--- config.mk ---
export PLATFORM = sky130hd
export DESIGN_NAME = bscan_boundary_reg
export DESIGN_NICKNAME = d
export VERILOG_FILES = /design/src/rtl/bsr_pkg.sv /design/src/rtl/bsr_shift_stage.sv /design/src/rtl/bsr_shadow_stage.sv /design/src/rtl/bsr_pin_mux.sv /design/src/rtl/bscan_boundary_reg.sv
export SDC_FILE = /design/constraint.sdc
export NUM_CORES = 1
export LEC_CHECK = 0
export ABC_AREA = 1
export BUFFER_PORTS_ARGS = -buffer_cell sky130_fd_sc_hd__buf_2
export CAP_MARGIN = 15
export CORE_ASPECT_RATIO = 1.4
export CORE_MARGIN = 4
export CORE_UTILIZATION = 30
export DETAILED_ROUTE_END_ITERATION = 8
export PLACE_DENSITY = 0.6
export SYNTH_ARGS = -nofsm -noshare
export SYNTH_HDL_FRONTEND = slang
export SYNTH_SLANG_ARGS = --single-unit
export TNS_END_PERCENT = 1
--- constraint.sdc ---
create_clock -name clk -period 1 [get_ports clk]
set_input_delay 0.05 -clock clk [delete_from_list [all_inputs] [get_ports clk]]
set_output_delay 0.05 -clock clk [all_outputs]
set_load 0.01 [all_outputs]
--- src/rtl/bsr_pkg.sv ---
// Shared types and cell-map helpers for the boundary scan cell register.
// Assumes four data groups and four output-enable cells; these follow the
// pin structure and are not tuning knobs.
package bsr_pkg;

    typedef enum logic [2:0] {
        INS_BYPASS = 3'd0,
        INS_SAMPLE = 3'd1,
        INS_EXTEST = 3'd2,
        INS_HIGHZ  = 3'd3,
        INS_CLAMP  = 3'd4
    } instr_e;

    localparam int N_GRP = 4;
    localparam int N_OE  = 4;

    // Offset, above the lowest enable cell, of the enable that owns a group.
    function automatic int oe_slot(input int grp);
        return ((grp < 2) ? 2 : 0) + (grp % 2);
    endfunction

    // The boundary register is in the scan path for these codes only.
    function automatic logic scan_selected(input instr_e ins);
        return (ins == INS_SAMPLE) || (ins == INS_EXTEST);
    endfunction

    // The pads are taken over by the shadow stage for these codes.
    function automatic logic pins_overridden(input instr_e ins);
        return (ins == INS_EXTEST) || (ins == INS_CLAMP);
    endfunction

endpackage

--- src/rtl/bsr_shift_stage.sv ---
// Capture/shift stage of the boundary register, on the rising test clock.
// Chooses a capture source for each data cell (core or pin) from the mode and
// the core's group enable, then shifts from tdi toward cell 0.
// Assumes the controller never raises capture and shift together; capture wins.
module bsr_shift_stage
    import bsr_pkg::*;
#(
    parameter int GRP_W = 9,
    parameter int N_CTL = 8,
    localparam int N_DAT  = N_GRP * GRP_W,
    localparam int N_CELL = N_DAT + N_CTL + N_OE
) (
    input  logic                   clk,
    input  logic                   rst_n,
    input  logic                   sel,
    input  logic                   extest,
    input  logic                   cap_en,
    input  logic                   shift_en,
    input  logic                   tdi,
    input  logic [N_CTL+N_OE-1:0]  pin_ctl_i,
    input  logic [N_DAT-1:0]       pin_dat_i,
    input  logic [N_DAT-1:0]       core_dat_i,
    input  logic [N_GRP-1:0]       core_oe_i,
    output logic [N_CELL-1:0]      sr_q,
    output logic                   tdo
);

    localparam logic [N_CELL-1:0] RST_VAL = {{N_OE{1'b1}}, {(N_CELL-N_OE){1'b0}}};

    logic [N_DAT-1:0] cap_dat;

    // Per data cell: core value when the core drives the pin in sample, pin otherwise.
    for (genvar j = 0; j < N_DAT; j++) begin : g_src
        localparam int G = j / GRP_W;
        assign cap_dat[j] = (!extest && core_oe_i[G]) ? core_dat_i[j] : pin_dat_i[j];
    end

    // Shift stage register: reset, parallel capture, or serial shift.
    always_ff @(posedge clk) begin
        if (!rst_n) begin
            sr_q <= RST_VAL;
        end else if (sel && cap_en) begin
            sr_q <= {pin_ctl_i, cap_dat};
        end else if (sel && shift_en) begin
            sr_q <= {tdi, sr_q[N_CELL-1:1]};
        end
    end

    // Serial output is the lowest cell.
    assign tdo = sr_q[0];

    a_r2_tdo_next: assert property (@(posedge clk) disable iff (!rst_n)
        (sel && shift_en && !cap_en) |=> (tdo == $past(sr_q[1])));

    a_r2_tdi_enters_top: assert property (@(posedge clk) disable iff (!rst_n)
        (sel && shift_en && !cap_en) |=> (sr_q[N_CELL-1] == $past(tdi)));

    a_r11_hold_unselected: assert property (@(posedge clk) disable iff (!rst_n)
        !sel |=> $stable(sr_q));

endmodule

--- src/rtl/bsr_shadow_stage.sv ---
// Shadow stage of the boundary register, loaded on the falling test clock.
// Holds only the cells that reach the pads (output enables and data); the
// clock and latch-enable cells have no shadow since their pins always feed
// the core. Assumes inputs are steady across the falling edge.
module bsr_shadow_stage
    import bsr_pkg::*;
#(
    parameter int N_DAT = 36,
    localparam int N_SHD = N_DAT + N_OE
) (
    input  logic             clk,
    input  logic             rst_n,
    input  logic             load,
    input  logic [N_SHD-1:0] d,
    output logic [N_SHD-1:0] q
);

    localparam logic [N_SHD-1:0] RST_VAL = {{N_OE{1'b1}}, {N_DAT{1'b0}}};

    // Shadow register: reset to disabled outputs, else copy on update.
    always_ff @(negedge clk) begin
        if (!rst_n) begin
            q <= RST_VAL;
        end else if (load) begin
            q <= d;
        end
    end

    a_r5_shadow_hold: assert property (@(posedge clk) disable iff (!rst_n)
        !load |-> $stable(q));

    a_r5_shadow_copy: assert property (@(posedge clk) disable iff (!rst_n)
        load |-> (q == d));

endmodule

--- src/rtl/bsr_pin_mux.sv ---
// Pad and core-control override for the boundary register.
// Normal codes pass the core through. The test codes drive the pads from the
// shadow stage, with each group enabled by its active-low enable cell. The
// high-impedance code turns every pad off. Purely combinational.
module bsr_pin_mux
    import bsr_pkg::*;
#(
    parameter int GRP_W = 9,
    parameter int N_CTL = 8,
    localparam int N_DAT = N_GRP * GRP_W,
    localparam int N_SHD = N_DAT + N_OE
) (
    input  instr_e                 ins,
    input  logic [N_SHD-1:0]       shd,
    input  logic [N_DAT-1:0]       core_dat_i,
    input  logic [N_GRP-1:0]       core_oe_i,
    input  logic [N_CTL+N_OE-1:0]  pin_ctl_i,
    output logic [N_DAT-1:0]       pad_dat_o,
    output logic [N_GRP-1:0]       pad_oe_o,
    output logic [N_CTL+N_OE-1:0]  core_ctl_o
);

    logic [N_GRP-1:0] test_oe;

    // Group enable taken from the group's active-low shadow enable cell.
    for (genvar g = 0; g < N_GRP; g++) begin : g_oe
        assign test_oe[g] = ~shd[N_DAT + oe_slot(g)];
    end

    // Output selection per instruction code.
    always_comb begin
        pad_dat_o  = core_dat_i;
        pad_oe_o   = core_oe_i;
        core_ctl_o = pin_ctl_i;
        if (pins_overridden(ins)) begin
            pad_dat_o = shd[N_DAT-1:0];
            pad_oe_o  = test_oe;
            core_ctl_o[N_CTL+N_OE-1:N_CTL] = '1;
        end else if (ins == INS_HIGHZ) begin
            pad_oe_o = '0;
        end
    end

endmodule

--- src/rtl/bscan_boundary_reg.sv ---
// Boundary scan cell register, top level.
// Wires the capture/shift stage, the shadow stage and the pad override.
// Assumes the test-port controller gives one strobe at a time and holds
// instr_i steady while strobes are active.
module bscan_boundary_reg
    import bsr_pkg::*;
#(
    parameter int GRP_W = 9,
    parameter int N_CTL = 8,
    localparam int N_DAT  = N_GRP * GRP_W,
    localparam int N_CELL = N_DAT + N_CTL + N_OE,
    localparam int OE_LO  = N_DAT + N_CTL,
    localparam int N_SHD  = N_DAT + N_OE
) (
    input  logic                  clk,
    input  logic                  rst_n,
    input  logic [2:0]            instr_i,
    input  logic                  cap_en_i,
    input  logic                  shift_en_i,
    input  logic                  upd_en_i,
    input  logic                  tdi_i,
    output logic                  tdo_o,
    input  logic [N_CTL+N_OE-1:0] pin_ctl_i,
    input  logic [N_DAT-1:0]      pin_dat_i,
    input  logic [N_DAT-1:0]      core_dat_i,
    input  logic [N_GRP-1:0]      core_oe_i,
    output logic [N_CTL+N_OE-1:0] core_ctl_o,
    output logic [N_DAT-1:0]      pad_dat_o,
    output logic [N_GRP-1:0]      pad_oe_o
);

    instr_e            ins;
    logic              sel;
    logic [N_CELL-1:0] sr_q;
    logic [N_SHD-1:0]  shd_q;

    assign ins = instr_e'(instr_i);
    assign sel = scan_selected(ins);

    bsr_shift_stage #(.GRP_W(GRP_W), .N_CTL(N_CTL)) u_shift (
        .clk        (clk),
        .rst_n      (rst_n),
        .sel        (sel),
        .extest     (ins == INS_EXTEST),
        .cap_en     (cap_en_i),
        .shift_en   (shift_en_i),
        .tdi        (tdi_i),
        .pin_ctl_i  (pin_ctl_i),
        .pin_dat_i  (pin_dat_i),
        .core_dat_i (core_dat_i),
        .core_oe_i  (core_oe_i),
        .sr_q       (sr_q),
        .tdo        (tdo_o)
    );

    bsr_shadow_stage #(.N_DAT(N_DAT)) u_shadow (
        .clk   (clk),
        .rst_n (rst_n),
        .load  (upd_en_i && sel),
        .d     ({sr_q[N_CELL-1:OE_LO], sr_q[N_DAT-1:0]}),
        .q     (shd_q)
    );

    bsr_pin_mux #(.GRP_W(GRP_W), .N_CTL(N_CTL)) u_mux (
        .ins        (ins),
        .shd        (shd_q),
        .core_dat_i (core_dat_i),
        .core_oe_i  (core_oe_i),
        .pin_ctl_i  (pin_ctl_i),
        .pad_dat_o  (pad_dat_o),
        .pad_oe_o   (pad_oe_o),
        .core_ctl_o (core_ctl_o)
    );

    a_r8_highz_off: assert property (@(posedge clk) disable iff (!rst_n)
        (ins == INS_HIGHZ) |-> (pad_oe_o == '0));

    a_r6_extest_group1_oe: assert property (@(posedge clk) disable iff (!rst_n)
        (ins == INS_EXTEST) |-> (pad_oe_o[1] == !shd_q[N_DAT + 3]));

    a_r7_clamp_data: assert property (@(posedge clk) disable iff (!rst_n)
        (ins == INS_CLAMP) |-> (pad_dat_o == shd_q[N_DAT-1:0]));

    a_r9_normal_pass: assert property (@(posedge clk) disable iff (!rst_n)
        (ins == INS_SAMPLE || ins == INS_BYPASS) |->
            (pad_dat_o == core_dat_i && pad_oe_o == core_oe_i));

    a_r10_ctl_pass: assert property (@(posedge clk) disable iff (!rst_n)
        core_ctl_o[N_CTL-1:0] == pin_ctl_i[N_CTL-1:0]);

endmodule

* After elaboration in Yosys (flattened, before gate mapping)
Cells that the tools add are included.
Word-level totals: output and inout port bits 53, flip-flop bits (word level) 88, logic and storage cells 63, input port bits 97
Cells by class: equality and inequality tests 4, multiplexer cells 42, reduce and logical (&&, ||, !) cells 11, bitwise operators 4
Operators by type and width (number):
- $mux 48 | 2
- $mux 1 | 36
- $mux 36 | 1
- $mux 4 | 3
- $logic_and 1x1->1 | 7
- $eq 3x2->1 const B | 2
- $not 1->1 | 4
- $eq 3x1->1 const B | 1
- $eq 3x3->1 const B | 1
- $logic_or 1x1->1 | 2
- $reduce_bool 2->1 | 1
- $logic_not 1->1 | 1

* Logic depth before layout (Yosys ltp)
depth after elaboration 5, depth in mapped cells 9, gate-level depth less buffers 8

* Modules after synthesis
Synthesis repeated with hierarchy kept, for this count alone.
Unflattened totals: cell total of the unflattened synthesis 877, area total of the unflattened synthesis 5331.4 µm²
By module, submodules not included:
- bsr_shift_stage | times used 1, sequential area each 960.9 µm², area an instance 2825.2 µm², cells an instance 447
- bsr_shadow_stage | times used 1, sequential area each 800.8 µm², area an instance 1627.8 µm², cells an instance 247
- bsr_pin_mux | times used 1, sequential area each 0.0 µm², area an instance 832.0 µm², cells an instance 172
- bscan_boundary_reg | times used 1, sequential area each 0.0 µm², area an instance 46.3 µm², cells an instance 11

==> metrics.txt <==
total of endpoints with negative setup slack in the final report 84; total DRC errors in the routed layout 0; synthesized netlist cell count 851; simple-gate portion of the synthesized area 0.312; Power Dens Cells 1330 nW/µm²; post-synth cell types 22; clock buffers created by TritonCTS 9; worst hold path cell count 5; RSZ-0062 raised after global routing true; total of warnings raised by yosys 0; n_diodes 0; hold path start pin_ctl_i[6]; commonest non-fill, non-tap cell in the layout sky130_fd_sc_hd__nand2_1; final weighted congestion of routability-driven global placement 0.822; average vias per placed instance 4.68; Top Ports 150; iteration count of the initial detailed-routing pass 4; longest individual stage delay on the worst path 0.34 ns; main combinational cell family by area after synthesis simple AND/OR/NAND/NOR gates; sequential-to-total area share from yosys stat 0.341; area overhead of the layout relative to synthesis 40.7%; Clk pin slew, worst setup/hold paths 0.06 ns; die area 19400 µm²; class of the most critical hold timing path input pin to register; insertion delay to the later sink of the worst-skew pair 0.40 ns; fraction of layout cells with a size suffix above 1 0.299; average footprint of a synthesized cell 6.08 µm²; number of clock sinks 88; startpoint of the worst register-to-register path u_shift.sr_q[1]; clock tree from TritonCTS yes; filler instances 1839; number of nets in the layout 1163; count of cells along the worst register-to-register path 2; WP data required 0.95 ns; deepest clock path buffer count 2; Worst Hold Path EP u_shift.sr_q[42]; Setup Skew 0.0658 ns; Global Route Usage Sum 0.168; Post-Route Utilization 0.433; cell count after placement 1211; clock tree root driver cell sky130_fd_sc_hd__clkbuf_16; horizontal die dimension 119 µm; grt total ovfl 0; crit path cell chain nand2_1, o21ai_1, buf_2; wire length of the first global-routing pass 26700 µm; initial antenna violation count 0; Detailed Route Iter0 Violations 223; CTS H-Tree Depth 3; DIE HEIGHT 163 µm; end of the worst register-to-register path u_shadow.q[1]; total detailed-routing wirelength 16500 µm; compound-gate portion of the synthesized area 0.166; critical path class register to output port; synthesized netlist net count 948; num rows 56; register bit total from synthesis 88; mapped cell area 5170 µm²; leakage power summed over all cells 3.91 nW; library cell contributing the largest single delay on the critical path sky130_fd_sc_hd__dfxtp_2; r2r setup slk -0.04 ns; area share of fa/ha/maj cells after synthesis 0; number of non-filler instances in the completed layout 1274; commonest cells after routing, fill and taps aside sky130_fd_sc_hd__nand2_1 (255), sky130_fd_sc_hd__inv_1 (196), sky130_fd_sc_hd__buf_2 (145); number of routed nets with antenna violations 0; proportion of synthesized area in mux cells 0; Worst-Margin Slew 0.436 ns; startpoint kind of the worst setup timing path register; violations in the final reports negative setup slack; xor and xnor fraction of the mapped netlist area 0; final hold slack 0.0112 ns; max capacitance violation total 0; hold violation count in the final report 0; run status complete, but fails checks; maximum number of pins on one net before global-route repair 37; HPWL after DPL 12300 µm; PortBufs 149; total via count after detailed routing 5964; maximum resistive drop on vdd 0.671 mV; Worst Setup Slack, final -0.566 ns; Std-Cell Core Area 16800 µm²; drt wl/cell 12.9 µm; biggest fanout along the worst timing path 2; starting density of the core 0.308; kind of end point of the critical path output port; via count of the first global-routing pass 5665; Arrival @ worst endpoint 1.52 ns; worst slew margin relative to its limit 0.709; Slew Limit Fails 0
final cells by class:
cell class	instances	area [µm²]	area share
clock buffers	11	264	0.0363
well taps	203	254	0.0349
inverters	160	609	0.0837
flip-flops and latches	88	1810	0.249
clock inverters	45	174	0.0239
multi-input cells	536	2630	0.361
repair buffers	231	1540	0.212
worst max-delay path: cells and delay by family (launching register included):
kind	cells	cell delay (ns)
compound gates	1	0.07
buf+inv	1	0.14
flops	1	0.34
simple gates	1	0.06
per-stage QoR:
| step | power [mW] | setup TNS [ns] | setup slack, ns | area [µm²] |
|---|---|---|---|---|
| floorplan | 5.20 | -15.32 | -0.330 | 5240 |
| global placement | 6.04 | -48.72 | -0.551 | 6590 |
| detailed placement | 6.06 | -52.11 | -0.582 | 6590 |
| CTS | 9.78 | -28.35 | -0.569 | 7210 |
| global route | 10.3 | -35.06 | -0.627 | 7280 |
| finish | 9.71 | -29.04 | -0.566 | 7280 |
worst max-delay path by stage:
stage,from,endpoint,cells past startpoint
3_3_place_gp,instr_i[1],u_shadow.q[0],9
3_5_place_dp,instr_i[1],u_shadow.q[0],9
6_report,u_shadow.q[27],pad_dat_o[27],3
5_1_grt,u_shadow.q[6],pad_dat_o[6],3
2_1_floorplan,instr_i[1],u_shadow.q[0],8
4_1_cts,u_shadow.q[27],pad_dat_o[27],3
metal layers:
layer	global-route usage	vias to the layer above	wire [µm]
met4	0.0596	0	429
li1	-	3084	-
met3	0.0274	24	706
met1	0.192	2707	6750
met5	0	-	0
met2	0.312	149	8600
synth_stat cells, drive strengths merged:
library cell / number / area, µm²
nand4: 8 / 50.1
o211ai: 36 / 270
inv: 160 / 601
nand3: 85 / 425
o22ai: 4 / 25.0
nor2: 3 / 13.8
nand2: 273 / 1020
o21ai: 41 / 205
nand3b: 8 / 60.1
dfxtp: 88 / 1760
a21oi: 72 / 360
nor3: 1 / 10.0
clkbuf: 28 / 105
buf: 38 / 226
clkinv: 1 / 3.75
or2: 5 / 31.3
registers in the layout (all words and copies together) (netlist names):
| name | count |
|---|---|
| u_shadow.q | 40 |
| u_shift.sr_q | 48 |
kinds of logic (layout without fill, tap and decap cells):
kind of cell | count (synthesis) | in the layout
AND/OR/NAND/NOR | 383 | 383
buffers and inverters | 227 | 447
AO/OA/AOI/OAI | 153 | 153
flip-flops | 88 | 88
power by group:
part	switching [mW]	total, mW	internal (mW)
Combinational	1.16	2.05	0.893
Clock	1.77	3.86	2.09
Sequential	0.0902	3.79	3.70
Total	3.02	9.71	6.68
timing repair:
action | 4_1_cts | 5_1_grt
resized for setup | 76 | 33
hold endpoints to repair | 6 | 0
pin swaps | 16 | 1
buffers inserted | 0 | 1
hold buffers | 7 | 0
setup endpoints to repair | 132 | 131
Power figures use the tool's default switching activity.
